==> config.mk <==
export PLATFORM = sky130hd
export DESIGN_NAME = nvc_commit_ctrl
export DESIGN_NICKNAME = d
export VERILOG_FILES = /design/src/rtl/nvc_pkg.sv /design/src/rtl/nvc_seq.sv /design/src/rtl/nvc_snap.sv /design/src/rtl/nvc_recall_fmt.sv /design/src/rtl/nvc_commit_ctrl.sv
export SDC_FILE = /design/constraint.sdc
export NUM_CORES = 1
export LEC_CHECK = 0
export ABC_AREA = 1
export BUFFER_PORTS_ARGS = -buffer_cell sky130_fd_sc_hd__clkbuf_2
export CORE_ASPECT_RATIO = 1.2
export CORE_MARGIN = 4
export CORE_UTILIZATION = 55
export DETAILED_ROUTE_END_ITERATION = 7
export PLACE_DENSITY_LB_ADDON = 0.05
export SKIP_LAST_GASP = 1
export SYNTH_ARGS = -nofsm -noshare
export SYNTH_HDL_FRONTEND = slang
export SYNTH_HIERARCHICAL = 1
export SYNTH_SLANG_ARGS = --single-unit
==> constraint.sdc <==
create_clock -name clk -period 4.4 [get_ports clk]
set_input_delay 0.22 -clock clk [delete_from_list [all_inputs] [get_ports clk]]
set_output_delay 0.22 -clock clk [all_outputs]
set_load 0.005 [all_outputs]
==> src/rtl/nvc_pkg.sv <==
package nvc_pkg;
  typedef enum logic [1:0] {
    ST_RECALL = 2'd0,
    ST_IDLE   = 2'd1,
    ST_ZCWAIT = 2'd2,
    ST_PROG   = 2'd3
  } nvc_state_e;

  localparam int unsigned NUM_SLOTS = 3;
  localparam logic [1:0] SLOT_W0  = 2'd0;
  localparam logic [1:0] SLOT_W1  = 2'd1;
  localparam logic [1:0] SLOT_CFG = 2'd2;

  localparam logic [5:0] MUTE_FINE   = 6'd63;
  localparam logic [5:0] MUTE_COARSE = 6'd33;
  localparam logic [7:0] BLANK_BYTE  = 8'hFF;
endpackage

==> src/rtl/nvc_seq.sv <==
module nvc_seq
  import nvc_pkg::*;
#(
  parameter int unsigned T_WRITE = 1_000_000
) (
  input  logic       clk,
  input  logic       rst_n,
  input  logic       stop_evt,
  input  logic       dirty,
  input  logic       vol_mode,
  input  logic       zc_en,
  input  logic       zc_pend,
  output logic       take,
  output logic       busy,
  output logic       rec_act,
  output logic       wr_act,
  output logic [1:0] step
);
  localparam int unsigned CW = $clog2(T_WRITE + 1);
  localparam logic [CW-1:0] LAST_CNT = CW'(T_WRITE - 1);
  localparam logic [CW-1:0] LAST_RECALL = CW'(NUM_SLOTS - 1);
  localparam logic [CW-1:0] STROBES = CW'(NUM_SLOTS);

  nvc_state_e state_q, state_d;
  logic [CW-1:0] cnt_q, cnt_d;
  logic start_ok;

  assign start_ok = stop_evt & dirty & ~vol_mode;

  always_comb begin
    state_d = state_q;
    cnt_d   = cnt_q;
    case (state_q)
      ST_RECALL: begin
        if (cnt_q == LAST_RECALL) begin
          state_d = ST_IDLE;
          cnt_d   = '0;
        end else begin
          cnt_d = cnt_q + 1'b1;
        end
      end
      ST_IDLE: begin
        if (start_ok) begin
          cnt_d   = '0;
          state_d = (zc_en && zc_pend) ? ST_ZCWAIT : ST_PROG;
        end
      end
      ST_ZCWAIT: begin
        if (!zc_pend) state_d = ST_PROG;
      end
      ST_PROG: begin
        if (cnt_q == LAST_CNT) begin
          state_d = ST_IDLE;
          cnt_d   = '0;
        end else begin
          cnt_d = cnt_q + 1'b1;
        end
      end
      default: state_d = ST_IDLE;
    endcase
  end

  always_ff @(posedge clk or negedge rst_n) begin
    if (!rst_n) begin
      state_q <= ST_RECALL;
      cnt_q   <= '0;
    end else begin
      state_q <= state_d;
      cnt_q   <= cnt_d;
    end
  end

  assign take    = (state_q == ST_IDLE) && start_ok;
  assign busy    = (state_q != ST_IDLE);
  assign rec_act = (state_q == ST_RECALL);
  assign wr_act  = (state_q == ST_PROG) && (cnt_q < STROBES);
  assign step    = cnt_q[1:0];
endmodule

==> src/rtl/nvc_snap.sv <==
module nvc_snap
  import nvc_pkg::*;
(
  input  logic       clk,
  input  logic       rst_n,
  input  logic       take,
  input  logic [7:0] w0_in,
  input  logic [7:0] w1_in,
  input  logic [7:0] cfg_in,
  input  logic [1:0] slot,
  output logic [7:0] wdata
);
  logic [7:0] src [NUM_SLOTS];
  logic [7:0] hold_q [NUM_SLOTS];

  assign src[SLOT_W0]  = w0_in;
  assign src[SLOT_W1]  = w1_in;
  assign src[SLOT_CFG] = cfg_in;

  for (genvar g = 0; g < NUM_SLOTS; g++) begin : g_hold
    always_ff @(posedge clk or negedge rst_n) begin
      if (!rst_n) begin
        hold_q[g] <= '0;
      end else if (take) begin
        hold_q[g] <= src[g];
      end
    end
  end

  always_comb begin
    case (slot)
      SLOT_W0:  wdata = hold_q[SLOT_W0];
      SLOT_W1:  wdata = hold_q[SLOT_W1];
      default:  wdata = hold_q[SLOT_CFG];
    endcase
  end
endmodule

==> src/rtl/nvc_recall_fmt.sv <==
module nvc_recall_fmt
  import nvc_pkg::*;
#(
  parameter logic [7:0] CFG_DEFAULT = 8'h87
) (
  input  logic       clk,
  input  logic       rst_n,
  input  logic       rec_act,
  input  logic [1:0] step,
  input  logic [7:0] rdata,
  output logic [1:0] rd_addr,
  output logic [7:0] ld_data
);
  logic [7:0] cfg_now;
  logic [7:0] cfg_q;
  logic       cfg_en;
  logic [5:0] mute_code;
  logic [5:0] wiper_pos;

  assign rd_addr = (step == 2'd0) ? SLOT_CFG : (step - 2'd1);
  assign cfg_now = (rdata == BLANK_BYTE) ? CFG_DEFAULT : rdata;
  assign cfg_en  = rec_act && (step == 2'd0);

  always_ff @(posedge clk or negedge rst_n) begin
    if (!rst_n) begin
      cfg_q <= '0;
    end else if (cfg_en) begin
      cfg_q <= cfg_now;
    end
  end

  assign mute_code = cfg_q[0] ? MUTE_COARSE : MUTE_FINE;
  assign wiper_pos = cfg_q[2] ? mute_code : rdata[5:0];
  assign ld_data   = (step == 2'd0) ? cfg_now : {2'b00, wiper_pos};
endmodule

==> src/rtl/nvc_commit_ctrl.sv <==
module nvc_commit_ctrl
  import nvc_pkg::*;
#(
  parameter int unsigned T_WRITE     = 1_000_000,
  parameter logic [7:0]  CFG_DEFAULT = 8'h87
) (
  input  logic       clk,
  input  logic       rst_n,
  input  logic       stop_evt,
  input  logic       dirty,
  input  logic       vol_mode,
  input  logic       zc_en,
  input  logic       zc_pend,
  input  logic [7:0] w0_in,
  input  logic [7:0] w1_in,
  input  logic [7:0] cfg_in,
  output logic       busy,
  output logic       mem_we,
  output logic [1:0] mem_addr,
  output logic [7:0] mem_wdata,
  input  logic [7:0] mem_rdata,
  output logic       ld_en,
  output logic [1:0] ld_sel,
  output logic [7:0] ld_data
);
  logic       sync1_q, srst_n;
  logic       take, rec_act, wr_act;
  logic [1:0] step, rd_addr;

  always_ff @(posedge clk or negedge rst_n) begin
    if (!rst_n) begin
      sync1_q <= 1'b0;
      srst_n  <= 1'b0;
    end else begin
      sync1_q <= 1'b1;
      srst_n  <= sync1_q;
    end
  end

  nvc_seq #(.T_WRITE(T_WRITE)) u_seq (
    .clk(clk), .rst_n(srst_n), .stop_evt(stop_evt), .dirty(dirty),
    .vol_mode(vol_mode), .zc_en(zc_en), .zc_pend(zc_pend),
    .take(take), .busy(busy), .rec_act(rec_act), .wr_act(wr_act), .step(step)
  );

  nvc_snap u_snap (
    .clk(clk), .rst_n(srst_n), .take(take), .w0_in(w0_in), .w1_in(w1_in),
    .cfg_in(cfg_in), .slot(step), .wdata(mem_wdata)
  );

  nvc_recall_fmt #(.CFG_DEFAULT(CFG_DEFAULT)) u_fmt (
    .clk(clk), .rst_n(srst_n), .rec_act(rec_act), .step(step),
    .rdata(mem_rdata), .rd_addr(rd_addr), .ld_data(ld_data)
  );

  assign mem_we   = wr_act;
  assign mem_addr = rec_act ? rd_addr : step;
  assign ld_en    = rec_act & srst_n;
  assign ld_sel   = rd_addr;
endmodule

Word-level counts from Yosys, hierarchy flattened

Cells that the tools add are included.

Bits in registers: 51
Input bits: 39
Output and inout port bits: 23
Word-level logic and storage cells: 53

Add/subtract/negate cells: 2
Magnitude comparators: 1
Equal/unequal tests: 12
Mux-type cells: 17
Bitwise gates (word level): 4
Reductions and logical operators: 9

Operator list:

| kind                                                | count |
|---|---|
| two-way mux 20 bit                                  | 3 |
| one-hot mux 20 bit (3 select lines)                 | 1 |
| adder 20 x 1 -> 20 bit, second input constant       | 1 |
| == test 20 x 2 -> 1 bit, second input constant      | 1 |
| == test 20 bit, second input constant               | 1 |
| < comparator 20 x 2 -> 1 bit, second input constant | 1 |
| two-way mux 8 bit                                   | 2 |
| one-hot mux 8 bit (2 select lines)                  | 1 |
| two-way mux 2 bit                                   | 6 |
| == test 8 bit, second input constant                | 1 |
| != test 2 x 1 -> 1 bit, second input constant       | 4 |
| one-hot mux 2 bit (4 select lines)                  | 1 |
| two-way mux 6 bit                                   | 1 |
| two-way mux 5 bit                                   | 1 |
| == test 2 x 1 -> 1 bit, second input constant       | 2 |
| == test 2 bit, second input constant                | 2 |
| logical AND 1 bit                                   | 4 |
| zero test 2 bit                                     | 2 |
| AND reduction 4 bit                                 | 1 |
| bitwise AND 1 bit                                   | 3 |
| nonzero test 3 bit                                  | 1 |
| != test 2 bit, second input constant                | 1 |
| AND reduction 2 bit                                 | 1 |
| subtractor 2 x 1 -> 2 bit, second input constant    | 1 |
| 2 further kinds                                     | 2 |

Depth between registers and ports, before layout

Depth after elaboration: 4
Depth in mapped cells: 11
Depth with buffers taken out: 11

By module

Netlist, hierarchy kept.

By module, submodules not included:

| module          | times used | cells each | area each (um2) | seq. area each (um2) |
|---|---|---|---|---|
| nvc_seq         | 1          | 223        | 1576.5          | 550.5 |
| nvc_snap        | 1          | 137        | 1141.1          | 600.6 |
| nvc_recall_fmt  | 1          | 46         | 246.5           | 50.0 |
| nvc_commit_ctrl | 1          | 12         | 87.6            | 50.0 |

Least setup slack after synthesis

OpenSTA, ideal clock, no wires.

Path kind: register to output
Start point: reg srst_n
End point: out ld_en
Data arrival time: 1544 ps
Required time: 4180 ps
Slack: 2636 ps
Cell stages (with the launch flop): 3
Buffers on the path: 0
Cell sequence: dfrtp_1 -> nand2_1 -> inv_1

Longest elaborated chain between the ends: 1

RTL lines:

| what                     | line                  | source |
|---|---|---|
| start: declaration       | nvc_commit_ctrl.sv:26 | `logic sync1_q, srst_n;` |
| start signal: assignment | nvc_commit_ctrl.sv:36 | `srst_n <= sync1_q;` |
| bitwise AND 1 bit        | nvc_commit_ctrl.sv:58 | `assign ld_en = rec_act & srst_n;` |
| end: declaration         | nvc_commit_ctrl.sv:22 | `output logic ld_en,` |

No other way between the ends.

Final worst setup path

Start point: reg u_seq.cnt_q[1]
End point: reg u_seq.cnt_q[14]

Longest elaborated chain between the ends: 3
Elaborated cells on any way between the ends: 6
Those cells by class: 1 x add/sub; 2 x eq/ne; 3 x mux

RTL lines:

| what                                           | line                         | source |
|---|---|---|
| start: declaration                             | nvc_seq.sv:25                | `logic [CW-1:0] cnt_q, cnt_d;` |
| start signal: assignment                       | nvc_seq.sv:69                | `cnt_q <= cnt_d;` |
| adder 20 x 1 -> 20 bit (tied with other cells) | nvc_seq.sv:39, nvc_seq.sv:56 |  |
| two-way mux 20 bit (on tied branches)          | nvc_seq.sv:52, nvc_seq.sv:35 |  |
| one-hot mux 20 bit (3 select lines) (*)        | nvc_seq.sv:33                | `case (state_q)` |

Mark *: on every way between the ends. The rest lies on a longest branch, timed or not.
A chain may end at the register's enable or synchronous reset.

==> results.env <==
TRACK_USAGE=0.208
MAPPEDNETLISTAREA_UM2=3050
SYNTH_NETS=466
FINALWEIGHTEDCONGESTION=0.892
ROUTE.MET2.WL_MM=3.25
FIN_SKEW_NS=0.00891
CRITICAL_PATH_DATA_ARRIVAL_TIME_NS=2.48
REPORT.FINAL.SLEW_VIOL_COUNT=0
CRIT_REQUIRED_NS=4.59
MAX_SLEW_MARGIN=0.570
MAXCAPVIOLATIONS=0
ROUTED-VIA-COUNT=2692
ROWS=29
DIE_AREA_UM2=6810
AREA.SEQUENTIAL_UM2=1250
REGTOREGSETUPSLACK_NS=2.12
SEQPWRFRAC=0.549
TRITONCTS.NUM_BUFFERS=5
WORST_IR_DROP_VDD_mV=0.172
GRT_FIRST_PASS_WIRELENGTH_MM=11.6
FINAL_WIRELENGTH_MM=6.59
CRIT_FANOUT=18
POWER_SWITCHING_SHARE=0.226
CLOCK_TREE.ROOT_CELL='clkbuf_8'
CTS_MAX_LEVEL=2
SYNTH_MOST_COMMON_CELL='nand2_1'
N_FILL_CELL=528
YS_DOMINANT_REG_CELL='dfrtp_1'
MET1_ROUTED_LENGTH_MM=2.89
DPL_WORST_SLACK_NS=2.12
CRIT_PATH_TOP_DELAY_CELL='dfrtp_1'
GRT_START_MAX_NET_PINS=50
CRIT_TYPE='reg2reg'
SYNTH_TOP_AREA_FRAC=0.410
FIRST_PASS_ITERS=4
SYNTH-WARNING-COUNT=6
CHIPHEIGHT_UM=89.6
SYN_AVG_CELL_AREA_UM2=7.30
SYNTH-ASYNC-RESET-RATIO=1.00
DETAILROUTE.WIRELENGTH.MET3_UM=339
RSZ0062_AT_GRT='no'
WORSTSKEWPAIRLATENCY_NS=0.31
LAYOUT_WORST_PATH_CYCLE_SHARE=0.519
CLOCK-SINKS=50
POWER.DENSITY_CELL_AREA_nW_PER_UM2=248
POST_DRT_WL_PER_CELL_UM=12.1
DRIVE_GT1_FRAC=0.208
AREA_GROWTH_SYN_TO_LAYOUT_PCT=14.3
FIRST_GLOBAL_VIAS=2690
TOP_LAYER_USED='met4'
DIE_WIDTH_UM=76
CORE_AREA_UM2=5330
ACTUAL_TRANSITION_AT_THE_WORST_MAX_TRANSITION_PIN_NS=0.645
PORT_BUFFERS=61
LAYOUT_MIN_CYCLE_TIME_NS=2.28
HP-CLASS='in2reg'
LAYOUT.CORE_UTILIZATION=0.654
FLOORPLAN.INITIALDENSITY=0.572
ANTENNA-DIODE-COUNT=0
POWER.INTERNAL_W=0.000670
DRC=0
SETUP-TNS-FINAL_NS=0
SYNTHTOPCELLSBYCOUNT='nand2_1 (122), inv_1 (72), dfrtp_1 (50)'
FIN_WS_NS=2.12
SYNTH.FF_LATCH_COUNT=50
TRITONCTS='built'
CRITICAL_PATH.STARTPOINT_TYPE='flip-flop'
CRITICAL_PATH.MAX_STAGE_DELAY_NS=0.77
FINAL-SETUP-VIOL-COUNT=0
MULTI_INPUT_COMB_AREA_UM2=1430
POST_SYNTHESIS_SEQUENTIAL_AREA_RATIO=0.410
SYNTH_ENABLE_FLOP_CELLS=0
CLK_PIN_SLEW_NS=0.10
SYNTHTOPCELLSBYAREA='dfrtp_1 (41%), nand2_1 (15%), inv_1 (8.9%)'
ANTENNA_VIOLATING_NETS_POST_ROUTE=0
POWER.SHARE.CLOCK=0.385
GLOBAL_ROUTE.OVERFLOW_TOTAL=0
FIRST_ITER_VIOLATIONS=146
FINAL_HOLD_VIOL_COUNT=0
SYNTHDISTINCTLIBCELLS=34
PATH_COMMON_CELL='nand3_2'
NNETSFINAL=527
NETSWITCHINGPOWER_W=0.000195
NUMBER_OF_ANTENNA_VIOLATIONS_AT_THE_FIRST_CHECK_IN_GLOBAL_ROUTING=0
SYNTH_CELLS=418
WORST-PATH-BUF-INV=1
RUN_STATUS='finished clean'
CLOCKBUFFERDEPTH=2
IO_PINS=62
CRIT_CHAIN='ha_1, nand3_2, nor2_4, nand3_1, nand2_2, nand3_2, inv_1, nor2_1'
SYNTH_TOP_AREA_CELL='dfrtp_1'
POST_DRT_VIA_CELL_RATIO=4.97
TOP_DELAY_FAMILY_ON_CRIT_PATH='simple AND/OR/NAND/NOR gates'
COMB_POWER_SHARE=0.065
FMAXACHIEVABLE_MHz=438
PLACE_HPWL_MM=5.06
END_KIND='flip-flop'
TOTAL_LEAKAGE_POWER_nW=1.95
==> final timing paths <==
path / start / endpoint / depth (start not counted)
max in group asynchronous: srst_n / u_snap/hold_q[8] / 1
setup / recovery: u_seq/cnt_q[1] / u_seq/cnt_q[14] / 8
setup reg to reg: u_seq/cnt_q[1] / u_seq/cnt_q[14] / 8
hold / removal: w0_in[4] / u_snap/hold_q[20] / 3
hold reg to reg: srst_n / u_seq/cnt_q[18] / 1
min in group asynchronous: rst_n / srst_n / 2
==> stage by stage <==
stage	cells	total power [W]	hold WS, ns	cell area [µm²]
2_1_floorplan	418	0.000509	-0.0756	3050
3_3_place_gp	533	0.000540	0.00628	3360
3_5_place_dp	533	0.000541	0.00665	3360
4_1_cts	542	0.000875	0.109	3490
5_1_grt	542	0.000906	0.109	3490
6_report	542	0.000865	0.114	3490
==> layout make-up <==
type	count	area share
clock buffers	5	0.0197
clock inverters	3	0.0136
inverters	74	0.0797
multi-input cells	284	0.411
flip-flops and latches	50	0.359
well taps	62	0.0222
repair buffers	64	0.0947
==> tightest hold or removal path, cell delays in order <==
cell and delay [ns]:
clkbuf_2 0.07, nand2_1 0.04, o21ai_0 0.06
==> flip-flops by register name (all words and copies together), names as in the netlist <==
signal,cells
u_seq/cnt_q,20
u_fmt/cfg_q,2
srst_n,1
u_snap/hold_q,24
sync1_q,1
u_seq/state_q,2
==> power by group through the flow <==
stage / clock network (W) / logic (W) / registers (W)
after floorplan: 0 / 0.0000197 / 0.000489
after global placement: 0 / 0.0000561 / 0.000484
after detailed placement: 0 / 0.0000570 / 0.000484
after CTS: 0.000342 / 0.0000581 / 0.000475
after global routing: 0.000363 / 0.0000661 / 0.000476
final: 0.000333 / 0.0000565 / 0.000475
==> logic make-up (layout without fill, tap and decap cells) <==
group                    count (synthesis)  in the layout  share of synthesized area
adder cells (fa/ha/maj)                  9              9                     0.0369
XOR/XNOR                                 3              3                    0.00861
flip-flops                              50             50                      0.410
buffers and inverters                   84            146                      0.121
AND/OR/NAND/NOR                        232            232                      0.343
AO/OA/AOI/OAI                           39             39                     0.0791
other                                    1              1                    0.00123
==> routing by layer <==
metal	up-vias	track usage
met2	56	0.371
met5	-	0
met1	1209	0.243
met4	0	0.0841
li1	1420	-
met3	7	0.0499
==> placed cells by master (no fill, tap or decap), types with 2 or more instances in the layout <==
master    Yosys  final
inv_6         0      2
dfrtp_1      50     49
nor2_4        4      4
inv_2         2      2
inv_1        72     72
clkbuf_8      0      5
clkbuf_2      0     61
xor2_1        2      2
o21ai_0      26     26
nor3_1        2      2
nand2_2       5      5
nor2_1       38     37
nand3_1      40     40
a21oi_1       2      2
ha_1          9      9
nand4_1      10     10
o21ai_2       6      6
nand3_2       4      4
buf_4         2      2
nand2_1     122    122
nor2_2        2      3
==> what timing repair did <==
item / in CTS / in global routing
hold endpoints to repair: 2 / 0
buffers inserted: 0 / 0
gates resized for setup: 0 / 0
hold buffers: 1 / 0
Power figures use the tool's default switching activity.
